File: config.mk
export PLATFORM = sky130hd
export DESIGN_NAME = kbd_host_ctrl
export DESIGN_NICKNAME = d
export VERILOG_FILES = /design/src/rtl/kbd_pkg.sv /design/src/rtl/kbd_rx.sv /design/src/rtl/kbd_tx.sv /design/src/rtl/kbd_xlate.sv /design/src/rtl/kbd_host_ctrl.sv
export SDC_FILE = /design/constraint.sdc
export NUM_CORES = 1
export LEC_CHECK = 0
export BUFFER_PORTS_ARGS = -buffer_cell sky130_fd_sc_hd__buf_2
export CAP_MARGIN = 20
export CORE_UTILIZATION = 40
export CTS_BUF_LIST = sky130_fd_sc_hd__clkbuf_2
export CTS_CLUSTER_DIAMETER = 120
export DETAILED_ROUTE_END_ITERATION = 7
export GPL_TIMING_DRIVEN = 1
export PLACE_DENSITY = 0.67
export SLEW_MARGIN = 10
export SYNTH_ARGS = -nofsm -noshare
export SYNTH_HDL_FRONTEND = slang
export SYNTH_SLANG_ARGS = --single-unit
File: constraint.sdc
create_clock -name clk -period 2.57 [get_ports clk]
set_clock_uncertainty 0.15 [all_clocks]
set_input_delay 0.1285 -clock clk [delete_from_list [all_inputs] [get_ports clk]]
set_output_delay 0.1285 -clock clk [all_outputs]
set_load 0.02 [all_outputs]
File: src/rtl/kbd_pkg.sv
package kbd_pkg;
    localparam int BYTE_W = 8;

    typedef enum logic [1:0] {
        RX_IDLE,
        RX_DATA,
        RX_PARITY,
        RX_STOP
    } rx_state_t;

    typedef enum logic [1:0] {
        TX_IDLE,
        TX_INHIBIT,
        TX_SHIFT,
        TX_WAIT_ACK
    } tx_state_t;

    localparam logic [BYTE_W-1:0] ACK_CODE     = 8'hFA;
    localparam logic [BYTE_W-1:0] BREAK_PREFIX = 8'hF0;

    localparam int ST_OBF  = 0;
    localparam int ST_IBF  = 1;
    localparam int ST_PERR = 2;
endpackage

File: src/rtl/kbd_rx.sv
module kbd_rx
    import kbd_pkg::*;
#(
    parameter int DATA_W = BYTE_W
) (
    input  logic              clk,
    input  logic              rst_n,
    input  logic              en,
    input  logic              fall,
    input  logic              din,
    output logic              valid,
    output logic              err,
    output logic [DATA_W-1:0] rx_byte
);
    localparam int CNT_W = (DATA_W > 1) ? $clog2(DATA_W) : 1;
    localparam logic [CNT_W-1:0] CNT_LAST = CNT_W'(DATA_W - 1);

    rx_state_t         st, nxt;
    logic [CNT_W-1:0]  cnt;
    logic [DATA_W-1:0] shreg;
    logic              par;

    always_comb begin
        nxt = st;
        unique case (st)
            RX_IDLE:   if (fall && !din) nxt = RX_DATA;
            RX_DATA:   if (fall && cnt == CNT_LAST) nxt = RX_PARITY;
            RX_PARITY: if (fall) nxt = RX_STOP;
            RX_STOP:   if (fall) nxt = RX_IDLE;
        endcase
        if (!en) nxt = RX_IDLE;
    end

    always_ff @(posedge clk or negedge rst_n) begin
        if (!rst_n) st <= RX_IDLE;
        else        st <= nxt;
    end

    always_ff @(posedge clk or negedge rst_n) begin
        if (!rst_n) begin
            cnt   <= '0;
            shreg <= '0;
            par   <= 1'b0;
            valid <= 1'b0;
            err   <= 1'b0;
        end else begin
            valid <= 1'b0;
            err   <= 1'b0;
            if (!en) begin
                cnt <= '0;
            end else if (fall) begin
                unique case (st)
                    RX_IDLE:   cnt <= '0;
                    RX_DATA: begin
                        shreg <= {din, shreg[DATA_W-1:1]};
                        cnt   <= cnt + 1'b1;
                    end
                    RX_PARITY: par <= din;
                    RX_STOP: begin
                        if (din && ((^shreg) ^ par)) valid <= 1'b1;
                        else                         err   <= 1'b1;
                    end
                endcase
            end
        end
    end

    assign rx_byte = shreg;

    // a frame yields either a byte or an error, never both
    a_r2_valid_err_exclusive: assert property (@(posedge clk) disable iff (!rst_n)
        !(valid && err));

    // results appear only after a sampled clock edge
    a_r2_result_after_edge: assert property (@(posedge clk) disable iff (!rst_n)
        (valid || err) |-> $past(fall));
endmodule

File: src/rtl/kbd_tx.sv
module kbd_tx
    import kbd_pkg::*;
#(
    parameter int DATA_W         = BYTE_W,
    parameter int INHIBIT_CYCLES = 20000
) (
    input  logic              clk,
    input  logic              rst_n,
    input  logic              fall,
    input  logic              start,
    input  logic [DATA_W-1:0] din,
    input  logic              ack,
    output logic              clk_oe,
    output logic              dat_oe,
    output logic              pending,
    output logic              waiting,
    output logic              line_busy
);
    localparam int FRAME_W = DATA_W + 3;
    localparam int INH_W   = (INHIBIT_CYCLES > 1) ? $clog2(INHIBIT_CYCLES) : 1;
    localparam int BIT_W   = $clog2(FRAME_W);
    localparam logic [INH_W-1:0] INH_LAST = INH_W'(INHIBIT_CYCLES - 1);
    localparam logic [BIT_W-1:0] BIT_LAST = BIT_W'(DATA_W + 2);

    tx_state_t          st, nxt;
    logic [INH_W-1:0]   inh_cnt;
    logic [BIT_W-1:0]   bcnt;
    logic [FRAME_W-1:0] sh;

    always_comb begin
        nxt = st;
        unique case (st)
            TX_IDLE:     if (start) nxt = TX_INHIBIT;
            TX_INHIBIT:  if (inh_cnt == INH_LAST) nxt = TX_SHIFT;
            TX_SHIFT:    if (fall && bcnt == BIT_LAST) nxt = TX_WAIT_ACK;
            TX_WAIT_ACK: if (ack) nxt = TX_IDLE;
        endcase
    end

    always_ff @(posedge clk or negedge rst_n) begin
        if (!rst_n) st <= TX_IDLE;
        else        st <= nxt;
    end

    always_ff @(posedge clk or negedge rst_n) begin
        if (!rst_n) begin
            inh_cnt <= '0;
            bcnt    <= '0;
            sh      <= '1;
        end else begin
            unique case (st)
                TX_IDLE: if (start) begin
                    sh      <= {1'b1, ~(^din), din, 1'b0};
                    inh_cnt <= '0;
                    bcnt    <= '0;
                end
                TX_INHIBIT: inh_cnt <= inh_cnt + 1'b1;
                TX_SHIFT: if (fall) begin
                    sh   <= {1'b1, sh[FRAME_W-1:1]};
                    bcnt <= bcnt + 1'b1;
                end
                TX_WAIT_ACK: ;
            endcase
        end
    end

    always_comb begin
        clk_oe    = (st == TX_INHIBIT);
        dat_oe    = (st == TX_SHIFT) && !sh[0];
        pending   = (st != TX_IDLE);
        waiting   = (st == TX_WAIT_ACK);
        line_busy = (st == TX_INHIBIT) || (st == TX_SHIFT);
    end

    // the clock is released only with the start bit already on the data wire
    a_r7_start_bit_on_release: assert property (@(posedge clk) disable iff (!rst_n)
        $fell(clk_oe) |-> dat_oe);

    // the inhibit phase never ends before its count expires
    a_r7_inhibit_full_length: assert property (@(posedge clk) disable iff (!rst_n)
        (st == TX_INHIBIT && inh_cnt != INH_LAST) |=> st == TX_INHIBIT);

    // the transmitter stays busy until the acknowledge arrives
    a_r9_hold_until_ack: assert property (@(posedge clk) disable iff (!rst_n)
        (st == TX_WAIT_ACK && !ack) |=> st == TX_WAIT_ACK);

    // a write while busy leaves the pending frame untouched
    a_r9_busy_write_ignored: assert property (@(posedge clk) disable iff (!rst_n)
        ((st == TX_INHIBIT || st == TX_WAIT_ACK) && start) |=> $stable(sh));
endmodule

File: src/rtl/kbd_xlate.sv
module kbd_xlate
    import kbd_pkg::*;
(
    input  logic [BYTE_W-1:0] raw,
    input  logic              brk,
    output logic [BYTE_W-1:0] code
);
    logic [BYTE_W-1:0] base;

    always_comb begin
        case (raw)
            8'h1C:   base = 8'h1E;
            8'h32:   base = 8'h30;
            8'h21:   base = 8'h2E;
            8'h23:   base = 8'h20;
            8'h24:   base = 8'h12;
            8'h29:   base = 8'h39;
            8'h5A:   base = 8'h1C;
            8'h76:   base = 8'h01;
            default: base = raw;
        endcase
        code = base | {brk, {(BYTE_W-1){1'b0}}};
    end
endmodule

File: src/rtl/kbd_host_ctrl.sv
module kbd_host_ctrl
    import kbd_pkg::*;
#(
    parameter int INHIBIT_CYCLES = 20000,
    parameter int SYNC_STAGES    = 2
) (
    input  logic              clk,
    input  logic              rst_n,
    input  logic              ps2_clk_i,
    input  logic              ps2_dat_i,
    output logic              ps2_clk_oe,
    output logic              ps2_dat_oe,
    input  logic              cpu_sel,
    input  logic              cpu_wr,
    input  logic              cpu_rd,
    input  logic [BYTE_W-1:0] cpu_wdata,
    output logic [BYTE_W-1:0] cpu_rdata,
    output logic              irq_kbd
);
    logic [SYNC_STAGES-1:0] clk_sync, dat_sync;
    logic                   clk_prev;
    logic                   fall;

    always_ff @(posedge clk or negedge rst_n) begin
        if (!rst_n) begin
            clk_sync <= '1;
            dat_sync <= '1;
            clk_prev <= 1'b1;
        end else begin
            clk_sync <= {clk_sync[SYNC_STAGES-2:0], ps2_clk_i};
            dat_sync <= {dat_sync[SYNC_STAGES-2:0], ps2_dat_i};
            clk_prev <= clk_sync[SYNC_STAGES-1];
        end
    end

    assign fall = clk_prev && !clk_sync[SYNC_STAGES-1];

    logic              rx_valid, rx_err;
    logic [BYTE_W-1:0] rx_byte;
    logic              tx_pending, tx_waiting, tx_line_busy;
    logic              is_ack, is_prefix, buf_load, tx_start;
    logic [BYTE_W-1:0] xcode;
    logic [BYTE_W-1:0] obuf;
    logic              obf, perr, brk;

    kbd_rx #(.DATA_W(BYTE_W)) rx_i (
        .clk     (clk),
        .rst_n   (rst_n),
        .en      (!tx_line_busy),
        .fall    (fall),
        .din     (dat_sync[SYNC_STAGES-1]),
        .valid   (rx_valid),
        .err     (rx_err),
        .rx_byte (rx_byte)
    );

    assign tx_start = cpu_wr && !cpu_sel;

    kbd_tx #(.DATA_W(BYTE_W), .INHIBIT_CYCLES(INHIBIT_CYCLES)) tx_i (
        .clk       (clk),
        .rst_n     (rst_n),
        .fall      (fall),
        .start     (tx_start),
        .din       (cpu_wdata),
        .ack       (is_ack),
        .clk_oe    (ps2_clk_oe),
        .dat_oe    (ps2_dat_oe),
        .pending   (tx_pending),
        .waiting   (tx_waiting),
        .line_busy (tx_line_busy)
    );

    kbd_xlate xlate_i (
        .raw  (rx_byte),
        .brk  (brk),
        .code (xcode)
    );

    assign is_ack    = rx_valid && tx_waiting && (rx_byte == ACK_CODE);
    assign is_prefix = rx_valid && !is_ack && (rx_byte == BREAK_PREFIX);
    assign buf_load  = rx_valid && !is_ack && !is_prefix;

    always_ff @(posedge clk or negedge rst_n) begin
        if (!rst_n) begin
            obuf <= '0;
            obf  <= 1'b0;
            perr <= 1'b0;
            brk  <= 1'b0;
        end else begin
            if (buf_load) begin
                obuf <= xcode;
                obf  <= 1'b1;
                brk  <= 1'b0;
            end else begin
                if (cpu_rd && !cpu_sel) obf <= 1'b0;
                if (is_prefix)          brk <= 1'b1;
            end
            if (rx_err)                perr <= 1'b1;
            else if (cpu_rd && cpu_sel) perr <= 1'b0;
        end
    end

    logic [BYTE_W-1:0] status;
    always_comb begin
        status          = '0;
        status[ST_OBF]  = obf;
        status[ST_IBF]  = tx_pending;
        status[ST_PERR] = perr;
        cpu_rdata       = cpu_sel ? status : obuf;
        irq_kbd         = obf;
    end

    // a data read with no byte arriving drops the interrupt
    a_r5_read_clears_irq: assert property (@(posedge clk) disable iff (!rst_n)
        (cpu_rd && !cpu_sel && !buf_load) |=> !irq_kbd);

    // a rejected frame raises the error flag
    a_r2_error_flagged: assert property (@(posedge clk) disable iff (!rst_n)
        rx_err |=> cpu_rdata[ST_PERR] || !cpu_sel);

    // the acknowledge byte never reaches the output buffer
    a_r9_ack_not_buffered: assert property (@(posedge clk) disable iff (!rst_n)
        is_ack |=> $stable(obuf));

    // a break prefix is never buffered
    a_r4_prefix_not_buffered: assert property (@(posedge clk) disable iff (!rst_n)
        is_prefix |=> $stable(obuf));
endmodule

Yosys cells after proc, flatten, opt, wreduce, memory -nomap -nowiden
Index checks and enable logic that the tools add are counted.

Bitwise operators: 4. Add/subtract/negate cells: 3. Reduce and logical (&&, ||, !) cells: 40. Eq/ne operators: 28. Mux-type cells: 38.

Operators by type and width (count): 8-bit one-hot mux with 8 select lines (1); 8-bit by 6-bit equality test with 1-bit output, second input constant (5); 15-bit one-hot mux with 2 select lines (1); 11-bit 2-to-1 mux (2); 11-bit one-hot mux with 2 select lines (1); 2-bit 2-to-1 mux (9); 8-bit by 7-bit equality test with 1-bit output, second input constant (2); 8-bit equality test, second input constant (2); 2-bit one-hot mux with 4 select lines (2); 8-bit XOR reduction (2); 15-bit by 1-bit adder with 15-bit output, second input constant (1); 15-bit equality test, second input constant (1); 15-bit 2-to-1 mux (1); 1-bit logical AND (14); 1-bit 2-to-1 mux (14); 2-bit nonzero test (7); 3-bit by 1-bit != test with 1-bit output, second input constant (4); 3-bit AND reduction (3); 2-bit equality test, second input constant (4); 8-bit by 5-bit equality test with 1-bit output, second input constant (1); 4-bit 2-to-1 mux (2); 8-bit 2-to-1 mux (1); 2-bit by 1-bit != test with 1-bit output, second input constant (4); 8-bit OR (1); 17 further kinds (28).

Logic and storage cells: 130. Bits in registers: 64.

Depth between registers and ports, before layout
Word-level depth: 9. Gate-level depth with buffers: 8. Depth with buffers taken out: 6.

Cells and area by module
From an unflattened synthesis, not the netlist that was laid out.

Cell total of the unflattened synthesis: 389. Area total of the unflattened synthesis: 3764.9 µm².

Modules (own cells, without submodules): kbd_tx (times used 1, area each 1839.3 µm², cells each 195, seq. area each 788.3 µm²); kbd_rx (times used 1, area each 822.0 µm², cells each 65, seq. area each 400.4 µm²); kbd_host_ctrl (times used 1, area each 749.5 µm², cells each 72, seq. area each 406.6 µm²); kbd_xlate (times used 1, area each 354.1 µm², cells each 57, seq. area each 0.0 µm²).

Worst setup path after synthesis
OpenSTA, ideal clock, no wires.

Kind: register -> register. Start: register tx_i.st[1]. End: register tx_i.inh_cnt[10]. Clock period less this slack: 2090 ps. Path buffers: 2. Arrival time: 1874 ps. Slack: 480 ps. Required time: 2354 ps. Stages on the path, launching flop included: 9. Setup time: 66 ps. Cells stage by stage: dfrtp_1 > inv_1 > ha_1 > buf_2 > inv_2 > and2_1 > buf_6 > or4_1 > nand2_1.

Cells in the longest elaborated chain, start to end: 3.

Ends and longest elaborated chain: start, declared (line kbd_tx.sv:25) `tx_state_t st, nxt;`; start signal, assigned (line kbd_tx.sv:42) `else st <= nxt;`; 2-bit by 1-bit equality test with 1-bit output *; via ps2_clk_oe (line kbd_host_ctrl.sv:11) `output logic ps2_clk_oe,`; 2-bit nonzero test (no line); 2-bit AND reduction (no line); end signal, assigned (line kbd_tx.sv:57) `TX_INHIBIT: inh_cnt <= inh_cnt + 1'b1;`; end, declared (line kbd_tx.sv:26) `logic [INH_W-1:0] inh_cnt;`.

Mark *: on every way through the listed nets, which the timed path passes. The rest lies on a longest branch. A chain may end at the register's enable or synchronous reset.

Worst setup path after layout
Start: register tx_i.st[1]. End: register tx_i.inh_cnt[11].

Cells in the longest elaborated chain, start to end: 3.

Ends and longest elaborated chain: 2-bit by 1-bit equality test with 1-bit output / 2-bit logical NOT (equally long branches) (line kbd_tx.sv:51) `unique case (st)`; 2-bit nonzero test (no line) / 2-bit by 1-bit != test with 1-bit output (equally long branches); 2-bit AND reduction (no line).

Parallel ways exist; a longest one is shown, timed or not.

==> summary.txt <==
Outcome
  • Status: completed

Placement
  • Port Buf Inserts: 25
  • Placed Area: 0.00389 mm²
  • Post-detail-place hpwl: 4900 µm
  • GP Congestion: 0.917

Timing
  • TNS Setup: 0 ns
  • Least-Margin Pin Slew: 0.528 ns
  • RSZ-0062 raised after global routing: false
  • FMAX: 454 MHz
  • Slew margin rel.: 64.5%
  • Hold Fails Final Rpt: 0
  • Hold_ws: 0.121 ns
  • Setup violations, final: 0
  • Post-route minimum period: 2.20 ns
  • Max Slew Vio Count: 0
  • Fin crit share: 85.8%

Clock tree
  • # Post-CTS Setup Buffers: 0
  • TritonCTS clock tree: done
  • Total CTS buffers: 9
  • Root Buffer: clkbuf_2
  • Latest clock arrival within the worst-skew pair: 0.51 ns
  • Maximum clock insertion buffer count: 2
  • Clk pin slew, worst setup/hold paths: 0.19 ns
  • H-tree levels: 3
  • Post_cts resized: 0
  • # clock sinks: 63

Finish
  • Storage cell area: 0.00160 mm²
  • Share of cells above drive strength 1: 18.9%
  • Final non-filler cell area: 0.00416 mm²
  • Fillers: 828
  • Footprint of the multi-input gates: 0.00190 mm²
  • Commonest non-fill, non-tap cells in the layout: dfrtp_1 (48), nand2_1 (42), ha_1 (29)
  • Final nets: 447
  • Area grow syn2layout: 14.5%
  • Commonest non-fill, non-tap cell in the layout: dfrtp_1
  • Number of antenna diodes: 0

Power
  • Cell Pwr Density: 409 mW/mm²
  • Flop pwr share: 60.2%
  • Internal power: 1290 µW
  • Sw Share: 24.1%
  • Static Leak: 0.00187 µW
  • Gate power share: 5.8%
  • P_sw: 410 µW
  • Worst VDD drop: 0.212 mV
  • Clk pwr share: 34.0%

Detailed routing
  • Via/cell ratio: 5.33
  • Pre-antenna DRT Iters: 4
  • Antenna Nets Post-Route: 0
  • First DRT Iteration DRCs: 75
  • WL final: 6840 µm
  • Vias: 2751
  • Drt wl/cell: 13.3 µm
  • Drc violations: 0

Setup path
  • Crit path from: tx_i.st[1]
  • Data arrival, critical path: 2.50 ns
  • CP Launch Type: register
  • CP Capture Type: register
  • CP Data Required Time: 2.87 ns
  • Max FO, Critical Path: 12
  • Setup CP Type: register to register
  • Reg-to-reg startpoint: tx_i.st[1]

Die
  • Full die area: 0.00947 mm²
  • # rows: 34
  • Ports: 26
  • Area of the core: 0.00876 mm²
  • Initial Utilization: 41.5%
  • Die Ht: 97.3 µm
  • Die Wd: 97.3 µm

Yosys
  • Post-synthesis async set-or-reset flop share: 100%
  • Syn avg cell area: 10.2 µm²
  • Mapped Area: 0.00363 mm²
  • Register bit total from synthesis: 63
  • Post-synth net total: 400
  • YS warnings: 0
  • Seq/Total Area, Yosys: 43.9%
  • EDFF count, synth: 0
  • Synth Flop Type: dfrtp_1
  • Cells after synthesis: 356
  • Netlist cell types: 56

GRT
  • Largest net degree at the start of global routing: 64
  • Vias in the first global route: 2602
  • Total track usage: 15.5%
  • Grt ovf: 0
  • First-pass GRT wire length: 11900 µm
  • Antenna violations before repair: 0

Hold path
  • Hold Crit Start: ps2_clk_i
  • HP Class: input pin to register

Job
  • Max-cap violation count: 0
==> final timing paths <==
check | cells past startpoint | slack, ns | endpoint
min in group asynchronous | 4 | 0.55 | tx_i.inh_cnt[9]
setup / recovery | 6 | 0.37 | tx_i.inh_cnt[11]
max in group asynchronous | 4 | 1.35 | tx_i.sh[0]
hold / removal | 2 | 0.12 | clk_sync[0]
setup reg to reg | 6 | 0.37 | tx_i.inh_cnt[11]
hold reg to reg | 0 | 0.22 | dat_sync[1]
==> critical path, stage by stage (launching register included) <==
cell     delay (ns)
dfrtp_1        0.44
inv_1          0.12
ha_1           0.42
nor2b_4        0.29
o21ai_2        0.11
or4_1          0.50
a21oi_1        0.15
==> cell type report <==
type | instances | area share (%)
multi-input combinational | 260 | 45.7
sequential | 63 | 38.4
timing repair buffer | 46 | 8.06
tap | 108 | 3.25
inverter | 23 | 2.08
clock buffer | 11 | 1.32
clock inverter | 5 | 1.20
==> cell usage after synthesis (9+ instances only) <==
master	n	area share, %
a21oi_1	11	1.5
dfrtp_1	48	33
dfstp_2	15	11
ha_1	29	10
inv_1	22	2.3
mux2i_1	19	5.2
nand2_1	42	4.3
nand3_1	9	1.2
nand4_1	9	1.5
nor2_1	11	1.1
o21ai_0	28	3.9
o31ai_1	13	2.7
xnor2_1	9	2.2
==> kinds of logic after synthesis <==
group | after synthesis | share of synthesized area, %
mux | 25 | 7.09
flops | 63 | 43.9
xor+xnor | 11 | 3.03
simple gates | 115 | 17.4
fa+ha+maj | 29 | 9.99
buf+inv | 33 | 3.75
compound gates | 80 | 14.8
==> layer usage <==
layer  vias to the layer above  wire length, µm  track usage, %  share of wire, %
met3                        11              281            3.53               4.1
met4                         0              129            7.01               1.9
met5                         -                0               0                 0
met2                        62             3200            24.5                47
met1                      1300             3230            20.2                47
li1                       1378                -               -                 -
==> what timing repair did <==
item / in CTS / in global routing
endpoints found under the setup margin: 0 / 0
hold buffers: 16 / 0
hold endpoints to repair: 77 / 0
==> state kept, by name (all words and copies together), names as in the netlist <==
name	cells
brk	1
clk_prev	1
clk_sync	2
dat_sync	2
irq_kbd	1
obuf	8
perr	1
rx_i.cnt	3
rx_i.err	1
rx_i.par	1
rx_i.rx_byte	8
rx_i.st	2
rx_i.valid	1
tx_i.bcnt	4
tx_i.inh_cnt	15
tx_i.sh	10
tx_i.st	2
==> power groups by stage <==
stage	logic, µW	clock network [µW]	registers [µW]
floorplan	40.9	0	1040
global placement	83.4	0	1040
detailed placement	84.7	0	1040
CTS	102	599	1020
global route	113	639	1030
finish	98.6	577	1020
==> through the flow <==
stage / total power [µW] / setup WS (ns) / util (%) / cells
3_5_place_dp: 1130 / 0.365 / 44.4 / 484
4_1_cts: 1730 / 0.335 / 47.5 / 516
6_report: 1700 / 0.366 / 47.5 / 516
3_3_place_gp: 1120 / 0.446 / 44.4 / 484
2_1_floorplan: 1080 / 0.480 / - / 356
5_1_grt: 1780 / 0.182 / 47.5 / 516
(Power assumes the default switching activity.)
